<file path="src/rtl/colk_pkg.sv">
package colk_pkg;
  parameter int unsigned SEM_W = 3;

  typedef enum logic {
    SEL_LOCK = 1'b0,
    SEL_SYNC = 1'b1
  } regSel_e;

  typedef struct packed {
    logic             loadEn;
    logic [SEM_W-1:0] clrMask;
  } syncStrb_t;
endpackage

</file>
<file path="src/rtl/colk_lock_ctrl.sv">
module colk_lock_ctrl
  import colk_pkg::*;
#(
  parameter int unsigned NUM_REQ   = 3,
  parameter int unsigned NUM_LOCKS = 8,
  parameter int unsigned DATA_W    = 32,
  parameter int unsigned ID_W      = $clog2(NUM_REQ)
) (
  input  logic                      clk,
  input  logic                      rst_n,
  input  logic [NUM_REQ-1:0]        wrEn,
  input  logic [NUM_REQ-1:0]        wrSel,
  input  logic [NUM_REQ*DATA_W-1:0] wrData,
  input  logic [ID_W-1:0]           rdId,
  output logic [NUM_LOCKS-1:0]      lockView,
  output syncStrb_t                 strb
);
  logic [NUM_REQ-1:0]   lockWr;
  logic [NUM_LOCKS-1:0] held, heldNxt;
  logic [ID_W-1:0]      owner    [NUM_LOCKS];
  logic [ID_W-1:0]      ownerNxt [NUM_LOCKS];
  logic [NUM_LOCKS-1:0] pend     [NUM_REQ];
  logic [NUM_LOCKS-1:0] pendNxt  [NUM_REQ];
  logic [NUM_LOCKS-1:0] reqNow   [NUM_REQ];

  always_comb begin
    for (int r = 0; r < NUM_REQ; r++)
      lockWr[r] = wrEn[r] && (wrSel[r] == SEL_LOCK);
  end

  always_comb begin
    logic            anyReq;
    logic [ID_W-1:0] win;
    anyReq  = 1'b0;
    win     = '0;
    heldNxt = held;
    for (int r = 0; r < NUM_REQ; r++) begin
      reqNow[r]  = lockWr[r] ? wrData[r*DATA_W +: NUM_LOCKS] : pend[r];
      pendNxt[r] = reqNow[r];
    end
    for (int i = 0; i < NUM_LOCKS; i++) begin
      ownerNxt[i] = owner[i];
      if (held[i]) begin
        for (int r = 0; r < NUM_REQ; r++) begin
          if (owner[i] == ID_W'(r)) begin
            if (lockWr[r] && !reqNow[r][i]) heldNxt[i] = 1'b0;
            pendNxt[r][i] = 1'b0;
          end
        end
      end else begin
        anyReq = 1'b0;
        win    = '0;
        for (int r = NUM_REQ - 1; r >= 0; r--) begin
          if (reqNow[r][i]) begin
            anyReq = 1'b1;
            win    = ID_W'(r);
          end
        end
        if (anyReq) begin
          heldNxt[i]  = 1'b1;
          ownerNxt[i] = win;
          for (int r = 0; r < NUM_REQ; r++)
            if (win == ID_W'(r)) pendNxt[r][i] = 1'b0;
        end
      end
    end
  end

  always_ff @(posedge clk) begin
    if (!rst_n) begin
      held <= '0;
      for (int i = 0; i < NUM_LOCKS; i++) owner[i] <= '0;
      for (int r = 0; r < NUM_REQ; r++) pend[r] <= '0;
    end else begin
      held <= heldNxt;
      for (int i = 0; i < NUM_LOCKS; i++) owner[i] <= ownerNxt[i];
      for (int r = 0; r < NUM_REQ; r++) pend[r] <= pendNxt[r];
    end
  end

  always_comb begin
    for (int i = 0; i < NUM_LOCKS; i++)
      lockView[i] = held[i] && (owner[i] == rdId);
  end

  always_comb begin
    strb.loadEn  = wrEn[0] && (wrSel[0] == SEL_SYNC);
    strb.clrMask = '0;
    for (int r = 1; r < NUM_REQ; r++)
      if (wrEn[r] && (wrSel[r] == SEL_SYNC))
        strb.clrMask = strb.clrMask | wrData[r*DATA_W +: SEM_W];
  end

  for (genvar gi = 0; gi < NUM_LOCKS; gi++) begin : g_lockChk

    main_prio_chk: assert property (@(posedge clk) disable iff (!rst_n)
      (!held[gi] && lockWr[0] && wrData[gi]) |=> (held[gi] && owner[gi] == '0));

    holder_keep_chk: assert property (@(posedge clk) disable iff (!rst_n)
      (held[gi] && !lockWr[owner[gi]]) |=> (held[gi] && $stable(owner[gi])));

    release_chk: assert property (@(posedge clk) disable iff (!rst_n)
      (held[gi] && lockWr[owner[gi]] && !wrData[int'(owner[gi])*DATA_W + gi])
        |=> !held[gi]);
  end
endmodule

</file>
<file path="src/rtl/colk_sync_dp.sv">
module colk_sync_dp
  import colk_pkg::*;
#(
  parameter int unsigned NUM_LOCKS = 8,
  parameter int unsigned DATA_W    = 32
) (
  input  logic                 clk,
  input  logic                 rst_n,
  input  syncStrb_t            strb,
  input  logic [DATA_W-1:0]    loadData,
  input  logic [NUM_LOCKS-1:0] lockView,
  input  logic                 rdSel,
  output logic [DATA_W-1:0]    rdData
);
  localparam int unsigned PAD_W = DATA_W - NUM_LOCKS;

  logic [DATA_W-1:0] syncReg, syncNxt;

  always_comb begin
    syncNxt = strb.loadEn ? loadData : syncReg;
    syncNxt[SEM_W-1:0] = syncNxt[SEM_W-1:0] & ~strb.clrMask;
  end

  always_ff @(posedge clk) begin
    if (!rst_n) syncReg <= '0;
    else        syncReg <= syncNxt;
  end

  always_comb begin
    if (rdSel == SEL_SYNC) rdData = syncReg;
    else                   rdData = {{PAD_W{1'b0}}, lockView};
  end


  sync_load_chk: assert property (@(posedge clk) disable iff (!rst_n)
    (strb.loadEn && strb.clrMask == '0) |=> (syncReg == $past(loadData)));

  upper_keep_chk: assert property (@(posedge clk) disable iff (!rst_n)
    !strb.loadEn |=> $stable(syncReg[DATA_W-1:SEM_W]));

  for (genvar gb = 0; gb < SEM_W; gb++) begin : g_semChk

    sem_clear_chk: assert property (@(posedge clk) disable iff (!rst_n)
      strb.clrMask[gb] |=> !syncReg[gb]);
  end
endmodule

</file>
<file path="src/rtl/colk_top.sv">
module colk_top
  import colk_pkg::*;
#(
  parameter int unsigned NUM_REQ   = 3,
  parameter int unsigned NUM_LOCKS = 8,
  parameter int unsigned DATA_W    = 32,
  parameter int unsigned ID_W      = $clog2(NUM_REQ)
) (
  input  logic                      clk,
  input  logic                      rst_n,
  input  logic [NUM_REQ-1:0]        wrEn,
  input  logic [NUM_REQ-1:0]        wrSel,
  input  logic [NUM_REQ*DATA_W-1:0] wrData,
  input  logic [ID_W-1:0]           rdId,
  input  logic                      rdSel,
  output logic [DATA_W-1:0]         rdData
);
  syncStrb_t            strb;
  logic [NUM_LOCKS-1:0] lockView;

  colk_lock_ctrl #(
    .NUM_REQ(NUM_REQ), .NUM_LOCKS(NUM_LOCKS), .DATA_W(DATA_W), .ID_W(ID_W)
  ) u_ctrl (
    .clk(clk), .rst_n(rst_n), .wrEn(wrEn), .wrSel(wrSel), .wrData(wrData),
    .rdId(rdId), .lockView(lockView), .strb(strb)
  );

  colk_sync_dp #(
    .NUM_LOCKS(NUM_LOCKS), .DATA_W(DATA_W)
  ) u_dp (
    .clk(clk), .rst_n(rst_n), .strb(strb), .loadData(wrData[DATA_W-1:0]),
    .lockView(lockView), .rdSel(rdSel), .rdData(rdData)
  );
endmodule

</file>
<file path="config.mk">
export PLATFORM = sky130hd
export DESIGN_NAME = colk_top
export DESIGN_NICKNAME = d
export VERILOG_FILES = /design/src/rtl/colk_pkg.sv /design/src/rtl/colk_lock_ctrl.sv /design/src/rtl/colk_sync_dp.sv /design/src/rtl/colk_top.sv
export SDC_FILE = /design/constraint.sdc
export NUM_CORES = 1
export LEC_CHECK = 0
export BUFFER_PORTS_ARGS = -buffer_cell sky130_fd_sc_hd__buf_2
export CORE_ASPECT_RATIO = 1.5
export CORE_MARGIN = 8
export CORE_UTILIZATION = 54
export CTS_CLUSTER_DIAMETER = 60
export DETAILED_ROUTE_END_ITERATION = 16
export PLACE_DENSITY = 0.88
export SETUP_SLACK_MARGIN = 0.15
export SLEW_MARGIN = 20
export SYNTH_ARGS = -nofsm -noshare
export SYNTH_HDL_FRONTEND = slang
export SYNTH_SLANG_ARGS = --single-unit
</file>
<file path="constraint.sdc">
create_clock -name clk -period 3 [get_ports clk]
set_input_delay 0.6 -clock clk [delete_from_list [all_inputs] [get_ports clk]]
set_output_delay 0.6 -clock clk [all_outputs]
set_load 0.02 [all_outputs]
</file>
-- Word-level counts from Yosys, hierarchy flattened
Memories as Yosys holds them, arrays and structs flattened.
Index checks and enable logic that the tools add are counted.
- eq/ne operators: 40
- multiplexer cells: 260
- bitwise operators: 17
- reductions and logical operators: 78
- operator list (kind ; count):
    $mux W1 ; 194
    $mux W2 ; 56
    $mux W8 ; 6
    $logic_and A1 B1 Y1 ; 38
    $eq A2 B1 Y1 const B ; 16
    $eq A2 B2 Y1 const B ; 16
    $logic_not A2 Y1 ; 16
    $mux W32 ; 1
    $logic_not A1 Y1 ; 24
    $eq A2 B2 Y1 ; 8
    $or A1 B1 Y1 ; 11
    $mux W3 ; 3
    $and A3 B3 Y3 ; 1
    $not A1 Y1 ; 3
    $not A3 Y3 ; 1
    $or A3 B3 Y3 ; 1
- bits in registers: 40
- bits in writable memories: 40
- output and inout port bits: 32
- word-level logic and storage cells: 400
- memories: 2
- memory list (memory ; depth ; width ; rd ports ; clocked after memory_dff ; wr ports ; line ; source):
    u_ctrl.pend ; 3 ; 8 ; 3 ; 0 ; 3 ; colk_lock_ctrl.sv:22 ; logic [NUM_LOCKS-1:0] pend [NUM_REQ];
    u_ctrl.owner ; 8 ; 2 ; 8 ; 0 ; 8 ; colk_lock_ctrl.sv:20 ; logic [ID_W-1:0] owner [NUM_LOCKS];

-- Depth between registers and ports, before layout
Gate-level depths: netlist of run 1.
- depth in word-level cells: 12
- depth in mapped cells: 7

-- Modules after synthesis
From an unflattened synthesis of run 1, not the netlist that was laid out.
- cells, all modules: 440
- area total of the unflattened synthesis: 4237.8 sq um
- by module, submodules not included (module ; times used ; cells each ; area each (sq um) ; sequential area each (sq um)):
    colk_lock_ctrl ; 1 ; 302 ; 2737.6 ; 960.9
    colk_sync_dp ; 1 ; 138 ; 1500.2 ; 640.6

-- Least setup slack after synthesis of run 1
No wires, ideal clock.
- path kind: input to output
- from: in rdId[1]
- to: out rdData[0]
- arrival: 1.856 ns
- data required time: 2.400 ns
- slack: 0.544 ns
- cell stages on the path: 3
- cell sequence: clkbuf_1 xor2_1 o41ai_1
- word-level cells in the longest chain between the ends: 3
- RTL lines (item ; line ; source):
    start: declaration ; colk_top.sv:14 ; input logic [ID_W-1:0] rdId,
    $eq A2 B2 Y1 ; colk_lock_ctrl.sv:83 ; lockView[i] = held[i] && (owner[i] == rdId);
    $logic_and A1 B1 Y1 ; colk_lock_ctrl.sv:83 ;
    $mux W32 ; colk_sync_dp.sv:30 ; if (rdSel == SEL_SYNC) rdData = syncReg;
    end: declaration ; colk_top.sv:16 ; output logic [DATA_W-1:0] rdData
No other way between the ends.

-- Worst setup path after layout of run 1
- from: reg u_ctrl.held[4]
- to: out rdData[4]
- word-level cells in the longest chain between the ends: 2
- RTL lines (item ; line ; source):
    start: declaration ; colk_lock_ctrl.sv:19 ; logic [NUM_LOCKS-1:0] held, heldNxt;
    start signal: assignment ; colk_lock_ctrl.sv:75 ; held <= heldNxt;
    $logic_and A1 B1 Y1 ; colk_lock_ctrl.sv:83 ;
    $mux W32 ; colk_sync_dp.sv:30 ;
No other way between the ends.

==> impl_metrics.tcl, run 1 <==
set metrics [dict create \
    status "finished clean" \
    total_power_mw 2.40 \
    power_density_nw_per_um2 510 \
    final_cells 644 \
    num-fill-cells 609 \
    cts_sinks 80 \
    setup_ws_ns 0.745 \
    critical_path_class "reg2out" \
    fin_crit_sh_pct 75.2 \
    slew_headroom_pct 27.2 \
    hpwl_um 7220 \
    setup_viol 0 \
    rows 38 \
    cts_max_level 3 \
    hold_path.class "reg2reg" \
    maxCapViolCount 0 \
    core_um2 7270 \
    fmax_ghz 0.443 \
    antenna_found_initial 0 \
    grt_remaining_overflow 0 \
    port_buffers 90 \
    cts_buffers 9 \
    yosys_warnings 0 \
    cp-end-kind "output pin" \
    grt_pass1_vias 3690 \
    viasPerCell 5.80 \
    cts_tree "yes" \
    max_slew.worst_pin.slew_ns 1.09 \
    remaining_drc_errors 0 \
    post_cts_buffers 0 \
    worstPathCellList "inv_1 > o41ai_1 > buf_2" \
    ys_seq_area_share_pct 39.5 \
    required_ns 2.40 \
    die_x_um 86.8 \
    antennaDiodeCount 0 \
    hold-worst-slack_ns 0.452 \
    num-nets-final 647 \
    syn_to_final_growth_pct 15.8 \
    clk_latency_ns 0.35 \
    cts_resized 0 \
    postCtsHoldBufs 0 \
    tns_ns 0 \
    io_pins 139 \
    die-area_um2 10600 \
    synth_nets 579 \
    p_leak_nw 2.02 \
    rsz0062_at_grt "no" \
    initial_core_util_pct 55.8 \
    cp_slowest_cell "dfxtp_1" \
    dieHeight_um 122 \
    place_inst 629 \
    gp_congestion 0.883 \
    crit_arrival_ns 1.66 \
    drt_iter0_markers 320 \
    syn-cell-area_um2 4060 \
    hold_viol_final 0 \
    worst-path-stages 3 \
    postSynthAreaPerCell_um2 8.60 \
    synthCells 472 \
    vias 3736 \
    crit_fanout 8 \
    layout-drive-gt1-share_pct 22.6 \
    clkTransAtPathRegs_ns 0.08 \
    max_stage_delay_ns 0.46 \
    ant_nets 0 \
    grt_pass1_wl_um 16600 \
    cp_top_family "flip-flops" \
    ys_types 43 \
    pre_cts_slack_ns 0.534 \
    skew_ns 0.00768 \
    cts-root-buf "clkbuf_8" \
    whs_path_depth 2 \
    slew_viol_final 0 \
    crit_buf_inv 2 \
    ir_drop_v 0.000314 \
    dr.pass1.iters 4 \
    r2r_cells 4 \
    track_usage_pct 19.5 \
    grt_start_max_net_pins 41 \
    wl_per_cell_um 16.2 \
    ys_ff_latch 80 \
    fin_crit_ns 2.26 \
    routed_wl_um 10400 \
    start_kind "flip-flop" \
    ctsLongestPathBuffers 2 \
]
## state kept, by name, indices dropped and copies added, names as in the netlist
name / cells
u_ctrl.held: 8
u_ctrl.owner: 16
u_ctrl.pend: 24
u_dp.syncReg: 32
## cell usage in the layout (no fill, tap or decap), types with 9 or more instances in the layout
cell and n:
buf_2 90, nand2_1 84, dfxtp_1 80, a21oi_1 45, and2_1 24, mux2i_1 22
nor2_1 15, xor2_1 14, inv_1 10, nand2b_1 10, clkbuf_8 10, o21ai_0 9
a211oi_1 9
## cell usage after synthesis (all sizes together)
cell,count,area (µm²)
nand2,84,315
dfxtp,80,1600
a21oi,45,225
clkbuf,29,109
and2,25,158
mux2i,24,265
nor2,15,56.3
xor2,14,123
nand2b,11,76.3
buf,10,87.6
inv,10,37.5
o21ai,10,50.0
a211oi,9,67.6
nand3,8,40.0
o211ai,8,60.1
o31ai,8,60.1
o32ai,8,70.1
mux2,7,78.8
nand3b,7,52.6
nor4,7,43.8
o2111a,7,78.8
o311a,7,70.1
o41ai,7,61.3
or4b,7,70.1
a2111oi,6,52.6
nor3b,6,45.0
o2111ai,3,26.3
xnor2,2,17.5
a21o,1,7.51
a31oi,1,6.26
nor3,1,5.00
o211a,1,10.0
o21a,1,7.51
o31a,1,8.76
or2,1,6.26
or3b,1,8.76
## report_power, final
| group | total [mW] | switching [mW] | internal (mW) |
|---|---|---|---|
| clock network | 0.868 | 0.381 | 0.486 |
| registers | 1.18 | 0.0620 | 1.11 |
| logic | 0.354 | 0.209 | 0.145 |
| total | 2.40 | 0.652 | 1.74 |
## metal layers
layer  share of wire, %  GRT usage (%)  vias up
li1                   -              -     1829
met1                 40           20.6     1747
met2                 50           34.1      142
met3                7.0           4.52       18
met4                2.2           11.7        0
met5                  0              0        -
## tightest hold or removal path: cells and delay by family (launching register included)
kind,cells,cell delay (ns)
AO/OA/AOI/OAI,1,0.05
flip-flops,1,0.31
AND/OR/NAND/NOR,1,0.05
## area by class of cell
cell class	count	area (µm²)	share of cell area, %
clock buffer	10	138	2.93
clock inverter	5	81.3	1.73
inverter	10	37.5	0.798
multi-input combinational	343	2220	47.3
sequential	80	1600	34.1
tap	100	125	2.66
timing repair buffer	96	495	10.5
## cells by family (layout without fill, tap and decap cells)
group / Yosys count / in the layout / synth area share (%)
muxes: 31 / 31 / 8.48
DFF: 80 / 80 / 39.5
buffers and inverters: 49 / 121 / 5.76
xor gates and xnor gates: 16 / 16 / 3.45
and+or+nand+nor: 173 / 173 / 21.6
AOI/OAI and AO/OA: 123 / 123 / 21.2
## through the flow
stage,instance area [µm²],util [%]
global route,4700,64.6
CTS,4700,64.6
global placement,4480,61.6
finish,4700,64.6
detailed placement,4480,61.6
floorplan,4060,-
## final timing paths
kind / startpoint / end / slack, ns
worst min register to register: u_dp.syncReg[24] / u_dp.syncReg[24] / 0.45
worst max-delay path: u_ctrl.held[4] / rdData[4] / 0.74
worst min-delay path: u_dp.syncReg[24] / u_dp.syncReg[24] / 0.45
worst max register to register: u_ctrl.owner[0][14] / u_ctrl.held[7] / 1.63
Power figures use the tool's default switching activity.
==> inputs of run 2 (changes only) <==
- CORE_UTILIZATION: 54 -> 46
- PLACE_DENSITY: 0.88 -> 0.8
- clock period: 3 -> 1.96 ns (I/O delays scaled with it)
==> run 2 against run 1 <==
Against the previous run:
- total power increased by 62%
- sequential power grew 53%
- highest routed layer unchanged
- register-to-register slack worse by 0.96 ns
- sequential share of layout area decreased by 1.2 points
- clock-buffer cell count is 6 higher
==> impl_metrics.tcl, run 2 (synthesized netlist as in run 1, its figures left out) <==
set metrics [dict create \
    final_util_pct 57.5 \
    reg2reg_slack_ns 0.67 \
    hold_viol_final 0 \
    grt_pass1_vias 3916 \
    rsz0062_at_grt "yes" \
    layout-drive-gt1-share_pct 29.3 \
    die_x_um 92.7 \
    die-area_um2 12100 \
    cts-root-buf "clkbuf_16" \
    viasPerCell 5.76 \
    cp_slowest_cell "o41ai_2" \
    track_usage_pct 17.9 \
    routed_wl_um 11000 \
    core_um2 8720 \
    rr_startpoint "u_ctrl.pend[0][4]" \
    setup_ws_ns 0.121 \
    dieHeight_um 131 \
    final_cells 669 \
    critPathLaunch "u_ctrl.owner[0][10]" \
    antennaDiodeCount 0 \
    cts_tree "yes" \
    reg_top3 "u_dp.syncReg (32), u_ctrl.pend (24), u_ctrl.owner (16)" \
    critical_path_class "reg2out" \
    skew_ns 0.00473 \
    cp-end-kind "output pin" \
    status "finished clean" \
    ctsLongestPathBuffers 2 \
    tns_ns 0 \
    crit_arrival_ns 1.45 \
    rows 42 \
    num-nets-final 661 \
    setup_viol 0 \
    port_buffers 90 \
    clkTransAtPathRegs_ns 0.06 \
    maxCapViolCount 0 \
    slew_headroom_pct 57.5 \
    largest_register_ffs 32 \
    syn_to_final_growth_pct 23.6 \
    start_kind "flip-flop" \
    io_pins 139 \
    total_power_mw 3.89 \
    rr_endpoint "u_ctrl.held[4]" \
    wl_per_cell_um 16.5 \
    remaining_drc_errors 0 \
    gp_congestion 0.834 \
    grt_remaining_overflow 0 \
    slew_viol_final 0 \
    clk_latency_ns 0.33 \
    drt_iter0_markers 234 \
    cts_sinks 80 \
    vias 3855 \
    fin_crit_sh_pct 93.8 \
    final_common_cell "nand2_1" \
    cts_buffers 9 \
    hold_path.class "in2reg" \
    crit_fanout 2 \
    ant_nets 0 \
    final_cell_mix "84 x nand2_1, 82 x buf_2, 58 x dfxtp_1" \
    place_inst 643 \
    pre_cts_slack_ns 0.0786 \
    hpwl_um 7620 \
    grt_pass1_wl_um 17400 \
    max_slew.worst_pin.slew_ns 0.638 \
    max_stage_delay_ns 0.40 \
    dr.pass1.iters 4 \
    grt_start_max_net_pins 41 \
    postCtsHoldBufs 0 \
    p_leak_nw 2.18 \
    cp-endpoint "rdData[5]" \
    top_register "u_dp.syncReg" \
    required_ns 1.57 \
    ir_drop_v 0.000549 \
    fin_crit_ns 1.84 \
    r2r_cells 3 \
    fmax_ghz 0.544 \
    cts_max_level 3 \
    initial_core_util_pct 46.5 \
    power_density_nw_per_um2 776 \
    worstPathCellList "xor2_1 > o41ai_2 > buf_4" \
    antenna_found_initial 0 \
    min_from "wrData[13]" \
]
[run 2: cell count changes in the layout (fill, tap and decap cells not counted), moves of 7 or more]
| cell | change |
|---|---|
| clkbuf_16 | +9 |
| dfxtp_4 | +8 |
| o41ai_1 | -7 |
| dfxtp_1 | -22 |
| buf_2 | -8 |
| clkbuf_8 | -9 |
| dfxtp_2 | +14 |
| buf_4 | +19 |
[run 2: final cells by class]
cell class,count,area [µm²]
timing repair buffer,110,646
tap,110,138
multi-input combinational,343,2290
clock buffer,16,262
fill,771,3700
sequential,80,1650
inverter,10,37.5
[run 2: report_power, final]
group,switching (mW),internal [mW]
logic,0.353,0.257
clock network,0.593,0.895
registers,0.0863,1.71
total,1.03,2.86
[run 2: layer usage]
layer / vias to the layer above / wire length (µm) / global-route usage, % / share of wire [%]
li1: 1865 / - / - / -
met1: 1829 / 4240 / 17.0 / 38
met5: - / 0 / 0 / 0
met2: 138 / 5700 / 33.3 / 52
met3: 23 / 798 / 3.54 / 7.2
met4: 0 / 297 / 13.4 / 2.7
[run 2: per-stage QoR]
stage | hold slack (ns) | cell area [µm²]
4_1_cts | 0.291 | 4940
2_1_floorplan | 0.432 | 4110
3_5_place_dp | 0.442 | 4600
3_3_place_gp | 0.438 | 4600
5_1_grt | 0.312 | 5020
6_report | 0.301 | 5020
[run 2: worst min-delay path by stage]
stage | to | slack, ns | depth (start not counted)
after global placement | u_dp.syncReg[21] | 0.44 | 2
after detailed placement | u_dp.syncReg[20] | 0.44 | 2
final | u_dp.syncReg[13] | 0.30 | 3
after floorplan | u_dp.syncReg[10] | 0.43 | 2
after CTS | u_dp.syncReg[10] | 0.29 | 3
after global routing | u_dp.syncReg[22] | 0.31 | 3
[run 2: critical path, delay by kind of cell, from the launching register on]
kind            cells  cell delay (ns)
xor+xnor            1             0.16
compound gates      1             0.40
buf+inv             1             0.21
flops               1             0.34
[run 2: repair_timing]
action	4_1_cts	5_1_grt
pin swaps	4	5
gates resized for setup	27	15
endpoints found under the setup margin	7	8
setup buffers	4	6
==> inputs of run 3 (changes only) <==
- ABC_AREA: default -> 1
==> run 3 against run 2 <==
Against the previous run:
- non-clock buffer count is 8 lower
- sequential cell count stayed put
- die area is 2.9% higher
- highest routed layer unchanged
- sequential share of layout area is 1.5 points lower
- routed wire length is 10% higher
- total power is 13% higher
- critical path depth is 2 higher
==> impl_metrics.tcl, run 3 <==
set metrics [dict create \
    fmax_ghz 0.562 \
    remaining_drc_errors 0 \
    slew_viol_final 0 \
    drt_iter0_markers 386 \
    postCtsHoldBufs 0 \
    hold_viol_final 0 \
    setup_viol 0 \
    ys_seq_area_share_pct 38.2 \
    antenna_found_initial 0 \
    ctsLongestPathBuffers 2 \
    cts_tree "yes" \
    reg2reg_slack_ns 0.91 \
    cts_max_level 3 \
    dieHeight_um 133 \
    grtUsageMet3_pct 3.85 \
    core_um2 8830 \
    fin_crit_sh_pct 90.8 \
    grt_pass1_vias 4356 \
    rsz0062_at_grt "yes" \
    final_common_cell "nand2_1" \
    crit_fanout 4 \
    initial_core_util_pct 47.5 \
    r2r_cells 6 \
    yosys_warnings 0 \
    synthCells 658 \
    dr.pass1.iters 7 \
    whs_path_depth 3 \
    maxCapViolCount 0 \
    holdPathEnd "u_dp.syncReg[17]" \
    grt_remaining_overflow 0 \
    min_from "wrData[17]" \
    final_cells 863 \
    hold_path.class "in2reg" \
    cp-end-kind "output pin" \
    synthFlopType "dfxtp_1" \
    postSynthAreaPerCell_um2 6.38 \
    reg_top3 "u_dp.syncReg (32), u_ctrl.pend (24), u_ctrl.owner (16)" \
    clkTransAtPathRegs_ns 0.06 \
    setup_ws_ns 0.180 \
    antennaDiodeCount 0 \
    viasPerCell 5.28 \
    final_cell_mix "141 x nand2_1, 106 x nor2_1, 99 x inv_1" \
    die-area_um2 12500 \
    cts-root-buf "clkbuf_16" \
    place_inst 846 \
    fin_crit_ns 1.78 \
    syn_to_final_growth_pct 22.2 \
    met2_usage_pct 30.7 \
    synth_nets 765 \
    cts_sinks 80 \
    pre_cts_slack_ns 0.216 \
    clk_latency_ns 0.34 \
    rows 42 \
    ys_types 29 \
    start_kind "flip-flop" \
    required_ns 1.57 \
    gr-max-usage-layer "met2" \
    crit_arrival_ns 1.39 \
    grtUsageMet1_pct 23.2 \
    synth_top_area_share_pct 38.2 \
    rr_endpoint "u_ctrl.held[5]" \
    wl_per_cell_um 14.1 \
    critical_path_class "reg2out" \
    routed_wl_um 12200 \
    gp_congestion 0.913 \
    top_register "u_dp.syncReg" \
    grt_pass1_wl_um 19700 \
    rr_startpoint "u_ctrl.owner[0][11]" \
    num-nets-final 855 \
    ir_drop_v 0.000496 \
    yosysMostFrequentCell "nand2_1" \
    p_leak_nw 2.57 \
    skew_ns 0.00761 \
    slew_headroom_pct 76.5 \
    max_slew.worst_pin.slew_ns 0.352 \
    die_x_um 94.0 \
    final_util_pct 58.1 \
    ys_ff_latch 80 \
    synth-edff-count 0 \
    ant_nets 0 \
    cts_buffers 9 \
    hpwl_um 8870 \
    status "finished clean" \
    async_flop_share_pct 0 \
    largest_register_ffs 32 \
    synthTopCellsByCount "141 x nand2_1, 106 x nor2_1, 102 x inv_1, 80 x dfxtp_1, 57 x nand3_1" \
    synth.area.top_cells "dfxtp_1 38%, nand2_1 13%, nor2_1 9.5%" \
    synth_area_leader_cell "dfxtp_1" \
    port_buffers 90 \
    vias 4559 \
    io_pins 139 \
    power_density_nw_per_um2 855 \
    grt_start_max_net_pins 26 \
    syn-cell-area_um2 4200 \
    tns_ns 0 \
    layout-drive-gt1-share_pct 20.6 \
    track_usage_pct 19.4 \
]
-- run 3: cell types whose count changed after synthesis, sizes merged, moves of 15 or more --
| cell | delta |
|---|---|
| inv | +97 |
| nor2 | +92 |
| nand2 | +68 |
| nand3 | +55 |
| o21ai | +40 |
| and2 | -25 |
| mux2i | -24 |
| clkbuf | -15 |
-- run 3: worst max path at each step --
stage,start,to,slack [ns]
2_1_floorplan,rdId[0],rdData[3],0.26
3_3_place_gp,rdSel,rdData[5],0.23
3_5_place_dp,rdSel,rdData[1],0.22
4_1_cts,u_ctrl.owner[0][9],rdData[4],0.16
5_1_grt,u_ctrl.owner[0][13],rdData[6],0.13
6_report,u_ctrl.owner[0][5],rdData[2],0.18
-- run 3: cells by family (layout without fill, tap and decap cells) --
logic type / Yosys count / in the layout / share of synthesized area, %
buffers and inverters: 131 / 226 / 12.3
flip-flops: 80 / 80 / 38.2
AND/OR/NAND/NOR: 344 / 344 / 35.8
AO/OA/AOI/OAI: 103 / 103 / 13.8
-- run 3: critical path, stage by stage, from the launching register on --
cell and delay, ns:
dfxtp_1 0.36, inv_1 0.10, a21oi_1 0.14, o2111ai_1 0.12, o22ai_1 0.16, buf_4 0.17
-- run 3: timing repair --
item	in CTS	in global routing
setup buffers	0	1
pin swaps	0	7
resized for setup	4	18
endpoints found under the setup margin	4	8
cloned	0	0
-- run 3: where the power goes --
| group | leakage (nW) | switching (mW) | internal (mW) |
|---|---|---|---|
| registers | 0.658 | 0.0697 | 1.74 |
| logic | 1.75 | 0.519 | 0.278 |
| clock network | 0.159 | 0.653 | 1.12 |
| total | 2.57 | 1.24 | 3.14 |
-- run 3: routing by layer --
metal / wire, µm / vias to the layer above
li1: - / 2262
met1: 5060 / 2050
met2: 5600 / 217
met3: 1130 / 30
met4: 359 / 0
met5: 0 / -
-- run 3: stage by stage --
step           area [µm²]  hold slack [ns]  power [mW]
2_1_floorplan        4200            0.441        2.36
3_3_place_gp         4760            0.459        2.57
3_5_place_dp         4760            0.470        2.60
4_1_cts              5080            0.302        4.37
5_1_grt              5130            0.319        4.58
6_report             5130            0.305        4.38
-- run 3: layout make-up --
class                      instances  area, µm²
clock inverter                     2       35.0
tap                              110        138
timing repair buffer             102        558
multi-input combinational        447       2100
fill                             842       3700
inverter                         108        405
clock buffer                      14        284
sequential                        80       1610
